<file path="config.mk">
export PLATFORM = sky130hd
export DESIGN_NAME = gdrv_fault_ctrl
export DESIGN_NICKNAME = d
export VERILOG_FILES = /design/src/rtl/gdrv_pkg.sv /design/src/rtl/gdrv_sync.sv /design/src/rtl/gdrv_low_filter.sv /design/src/rtl/gdrv_fault_latch.sv /design/src/rtl/gdrv_fault_ctrl.sv
export SDC_FILE = /design/constraint.sdc
export NUM_CORES = 1
export LEC_CHECK = 0
export BUFFER_PORTS_ARGS = -buffer_cell sky130_fd_sc_hd__clkbuf_2
export CAP_MARGIN = 20
export CORE_MARGIN = 3
export CORE_UTILIZATION = 25
export CTS_CLUSTER_DIAMETER = 60
export CTS_CLUSTER_SIZE = 40
export DETAILED_ROUTE_END_ITERATION = 12
export PLACE_DENSITY = 0.44
export SETUP_SLACK_MARGIN = 0.05
export SKIP_LAST_GASP = 1
export SLEW_MARGIN = 20
export SYNTH_ARGS = -nofsm -noshare
export SYNTH_HDL_FRONTEND = slang
export SYNTH_HIERARCHICAL = 1
export SYNTH_SLANG_ARGS = --single-unit
export TNS_END_PERCENT = 10
</file>
<file path="constraint.sdc">
create_clock -name clk -period 4 [get_ports clk]
set_input_delay 0.8 -clock clk [delete_from_list [all_inputs] [get_ports clk]]
set_output_delay 0.8 -clock clk [all_outputs]
set_load 0.01 [all_outputs]
</file>
<file path="src/rtl/gdrv_pkg.sv">
package gdrv_pkg;

    typedef struct packed {
        logic fault;
        logic disabled;
    } gdrv_state_t;

    typedef struct packed {
        logic flt_pull_low;
        logic gate_drive;
        logic strong_pd;
    } gdrv_out_t;

    function automatic gdrv_out_t drive_outputs(gdrv_state_t st, logic pwm);
        gdrv_out_t o;
        logic ok;
        ok             = !st.fault && !st.disabled;
        o.flt_pull_low = st.fault;
        o.gate_drive   = ok && pwm;
        o.strong_pd    = !ok;
        return o;
    endfunction

endpackage

</file>
<file path="src/rtl/gdrv_sync.sv">
module gdrv_sync (
    input  logic clk,
    input  logic rst,
    input  logic async_in,
    output logic lvl,
    output logic rise
);
    logic s1, s2, s2_q;

    always_ff @(posedge clk) begin
        if (rst) begin
            s1   <= 1'b0;
            s2   <= 1'b0;
            s2_q <= 1'b0;
        end else begin
            s1   <= async_in;
            s2   <= s1;
            s2_q <= s2;
        end
    end

    assign lvl  = s2;
    assign rise = s2 && !s2_q;


    rise_prev_low_chk: assert property (@(posedge clk) disable iff (rst)
        rise |-> $past(!lvl));
endmodule

</file>
<file path="src/rtl/gdrv_low_filter.sv">
module gdrv_low_filter #(
    parameter int FILT_CYC = 8,
    parameter bit RST_FULL = 1'b1
) (
    input  logic clk,
    input  logic rst,
    input  logic lvl,
    input  logic count_en,
    input  logic clr,
    output logic full
);
    localparam int CW = $clog2(FILT_CYC + 1);
    localparam logic [CW-1:0] FULLV = CW'(FILT_CYC);

    logic [CW-1:0] cnt;

    always_ff @(posedge clk) begin
        if (rst)
            cnt <= RST_FULL ? FULLV : '0;
        else if (clr || lvl)
            cnt <= '0;
        else if (count_en && cnt != FULLV)
            cnt <= cnt + 1'b1;
    end

    assign full = (cnt == FULLV);


    high_restart_chk: assert property (@(posedge clk) disable iff (rst)
        lvl |=> !full);

    no_overcount_chk: assert property (@(posedge clk) disable iff (rst)
        cnt <= FULLV);
endmodule

</file>
<file path="src/rtl/gdrv_fault_latch.sv">
module gdrv_fault_latch #(
    parameter int MUTE_CYC = 64
) (
    input  logic clk,
    input  logic rst,
    input  logic desat,
    input  logic arm_full,
    input  logic rise,
    output logic fault,
    output logic mute_done
);
    localparam int MW = $clog2(MUTE_CYC + 1);
    localparam logic [MW-1:0] MUTEV = MW'(MUTE_CYC);

    logic [MW-1:0] mute_cnt;

    always_ff @(posedge clk) begin
        if (rst) begin
            fault    <= 1'b0;
            mute_cnt <= '0;
        end else if (desat) begin
            fault    <= 1'b1;
            mute_cnt <= MUTEV;
        end else begin
            if (mute_cnt != '0)
                mute_cnt <= mute_cnt - 1'b1;
            if (fault && arm_full && rise)
                fault <= 1'b0;
        end
    end

    assign mute_done = (mute_cnt == '0);


    desat_latch_chk: assert property (@(posedge clk) disable iff (rst)
        desat |=> fault && mute_cnt == MUTEV);

    fault_hold_chk: assert property (@(posedge clk) disable iff (rst)
        fault && !(arm_full && rise) |=> fault);

    mute_block_chk: assert property (@(posedge clk) disable iff (rst)
        fault && mute_cnt != '0 |=> fault);

    clear_on_rise_chk: assert property (@(posedge clk) disable iff (rst)
        fault && !desat && arm_full && rise |=> !fault);
endmodule

</file>
<file path="src/rtl/gdrv_fault_ctrl.sv">
module gdrv_fault_ctrl
    import gdrv_pkg::*;
#(
    parameter int MUTE_CYC = 64,
    parameter int FILT_CYC = 8
) (
    input  logic clk,
    input  logic rst,
    input  logic desat_pulse,
    input  logic rsten_in,
    input  logic pwm_cmd,
    output logic flt_pull_low,
    output logic gate_drive,
    output logic strong_pd
);
    logic lvl, rise, dis_full, arm_full, fault, mute_done;
    gdrv_state_t st;
    gdrv_out_t   o;

    gdrv_sync u_sync (
        .clk(clk), .rst(rst), .async_in(rsten_in), .lvl(lvl), .rise(rise)
    );

    gdrv_low_filter #(.FILT_CYC(FILT_CYC), .RST_FULL(1'b1)) u_en_filt (
        .clk(clk), .rst(rst), .lvl(lvl), .count_en(1'b1), .clr(1'b0),
        .full(dis_full)
    );

    gdrv_low_filter #(.FILT_CYC(FILT_CYC), .RST_FULL(1'b0)) u_arm_filt (
        .clk(clk), .rst(rst), .lvl(lvl), .count_en(fault && mute_done),
        .clr(desat_pulse || !fault), .full(arm_full)
    );

    gdrv_fault_latch #(.MUTE_CYC(MUTE_CYC)) u_latch (
        .clk(clk), .rst(rst), .desat(desat_pulse), .arm_full(arm_full),
        .rise(rise), .fault(fault), .mute_done(mute_done)
    );

    assign st.fault    = fault;
    assign st.disabled = dis_full;
    assign o           = drive_outputs(st, pwm_cmd);

    assign flt_pull_low = o.flt_pull_low;
    assign gate_drive   = o.gate_drive;
    assign strong_pd    = o.strong_pd;


    fault_gate_off_chk: assert property (@(posedge clk) disable iff (rst)
        flt_pull_low |-> !gate_drive && strong_pd);

    gate_exclusive_chk: assert property (@(posedge clk) disable iff (rst)
        !(gate_drive && strong_pd));
endmodule

</file>
==> impl_results.md <==
- Leak: 0.4422 nW
- WL per Instance: between 9 and 10 um
- GR Overflow Total: 0
- Port buffer count: 7
- HPWL after detailed placement: about 1300 um
- Number of hold buffers added after cts: 0
- Postcts setup bufs: 0
- 1st-iter DRT viols: 33
- Synth top area share: between 30% and 40%
- Die height: roughly 70 um
- CTS tree: built
- Pin count of the biggest net entering global routing: 13
- Synth area leaders: dfxtp_1, ha_1, nand3b_4
- Maximum vdd ir drop: 212.1 uV
- Register area share after synthesis: between 30% and 40%
- Vias: 745
- Hold WS: 0.4414 ns
- Cell taking the most area after synthesis: dfxtp_1
- Internal power of the cells: roughly 0.00035 W
- Ys async rst share: 0%
- Die width: between 60 and 70 um
- Max Fclk: 0.4522 GHz
- FF/Latch Area: about 380 sq um
- Outcome: complete, no violations
- FF+latch count, synth: 19
- Die ar.: approximately 4700 sq um
- Setup tns final: 0 ns
- Mapped Area: 973.4 sq um
- Post-synth EDFFs: 0
- CTS Sinks: 19
- Setup CP Type: register to output port
- Maxcap violations: 0
- DRC: 0
- Placed Area: about 1100 sq um
- Yosys warning total: 6
- WL final: 1657 um
- Hold Crit Class: register to register
- Seq pwr share: roughly 45%
- Fin. Hold Viols: 0
- Site Rows: 22
- Post_cts resized: 0
- Startpoint types: register
- Via density: between 4 and 5
- Worst EP required: about 3.2 ns
- I/O Pins: 8
- Global-route usage over all layers: 8.532%
- Initial antenna violation count: 0
- Synth Area in Adders: 7.712%
- Area grow syn2layout: 16.32%
- Core Region: roughly 3700 sq um
- Worst Path Max Fanout: 5
- Setup Skew: ~0.0016 ns
- Post-route setup slack: 1.789 ns
- Share of cells above drive strength 1: 16.00%
- Post-synthesis mux area share: under 10%
- Power Total: about 0.00050 W
- Initial core utilization: 26.20%
- First-pass GRT wire length: 2939 um
- Antenna cells: 0
- Final number of setup-violating endpoints: 0
- Root Buffer: clkbuf_8
- Setup crit end kind: output port
- CTS buffer count: 3
- Design area: about 1100 sq um
- Dpl ws: between 1.5 and 2 ns
- Main combinational cell family by area after synthesis: simple AND/OR/NAND/NOR gates
- Clk buf depth: 2
- Fill cells: approximately 400
- Sw Share: 30.50%
- Worst-path clk slew: 0.07 ns
- Switching Power: 0.0001526 W
- Fin crit period: between 2 and 2.5 ns
- Most frequent cell after synthesis: dfxtp_1
- Final period util: 55.28%
- Final max-slew violation count: 0
- Syn avg cell area: slightly below 9 sq um
- Htree depth: 1
- Simple-Gate Fraction of Synth Area: around a third
- Power share of the combinational group: about 28%
- Distinct cells, synth: 34
- GPL Wtd Cong: 0.6999
- Vias in the first global route: between 600 and 700
- Cell count after synthesis: ~110
- Area of the multi-input gates: around 570 sq um
- RSZ-0062 raised after global routing: no
- Compound-Gate Fraction of Synth Area: between 10% and 20%
- Clock power share: about a quarter
- Top_reg_cell synth: dfxtp_1
- PwrDens: ~440 nW/um^2
- Worst skew pair latency: approximately 0.25 ns
- XOR/XNOR Fraction of Synth Area: 4.499%
- Initial DRT Pass Iterations: 2
- Synth cell count leaders: dfxtp_1, inv_1, ha_1, nand2_1, nand3_1
- CP arrival: 1.41 ns
- Post-route ant nets: 0
- Final #Nets: roughly 140
-- layer usage --
layer / track usage (%) / routed length (um) / part of all wire, %
met3: 3.448 / 52 / 3.1
met2: 12.04 / 714 / 43
met4: 4.467 / 21 / 1.3
met5: 0 / 0 / 0
met1: 10.98 / 869 / 52
-- sequential cells by signal, summed over array words and instances, names as in the netlist --
register,cells
u_en_filt/cnt,4
u_sync/s1,1
u_sync/lvl,1
u_latch/fault,1
u_arm_filt/cnt,4
u_sync/s2_q,1
u_latch/mute_cnt,7
-- metrics by stage --
stage,util [%],cells
final,30.47,173
after global routing,30.47,173
after CTS,30.47,173
after detailed placement,29.26,169
after global placement,29.26,169
after floorplan,-,114
-- power by group through the flow --
stage               sequential (W)  combinational [W]  clock, W
global route              0.000229           0.000166  0.000144
global placement          0.000230           0.000141         0
CTS                       0.000226           0.000144  0.000137
finish                    0.000227           0.000142  0.000131
floorplan                 0.000227           0.000117         0
detailed placement        0.000231           0.000144         0
-- worst max-delay path: stages (launching register included) --
cell	delay (ns)
dfxtp_1	0.38
inv_1	0.08
ha_1	0.23
nand3b_4	0.09
inv_2	0.05
nor3b_1	0.17
clkbuf_2	0.16
-- final cells by class --
cell class / count / share of cell area [%]
Tap cell: 48 / 5.304
Timing Repair Buffer: 7 / 3.094
Inverter: 11 / 3.646
Clock buffer: 4 / 3.978
Sequential cell: 19 / 33.59
Multi-Input combinational cell: 84 / 50.39
-- worst paths after layout --
path | end | startpoint | cells past startpoint | slack (ns)
setup / recovery | gate_drive | u_en_filt/cnt[0] | 6 | 1.79
hold / removal | u_sync/lvl | u_sync/s1 | 1 | 0.44
setup reg to reg | u_arm_filt/cnt[2] | u_latch/mute_cnt[0] | 8 | 2.00
hold reg to reg | u_sync/lvl | u_sync/s1 | 1 | 0.44
-- cell usage in the layout, fill, tap and decap left out, types with 6 or more instances in the layout --
cell type / count
inv_1: 9
nand2_1: 6
ha_1: 6
dfxtp_1: 19
conb_1: 7
clkbuf_2: 7
nand3_1: 6
-- kinds of logic (layout without fill, tap and decap cells) --
| group | Yosys count | in the layout |
|---|---|---|
| and+or+nand+nor | 48 | 48 |
| DFF | 19 | 19 |
| AOI/OAI and AO/OA | 17 | 17 |
| buffers and inverters | 11 | 22 |
| adders and majority gates | 6 | 6 |
| xor gates and xnor gates | 5 | 5 |
| other | 2 | 7 |
| muxes | 1 | 1 |
(Power assumes the default switching activity.)
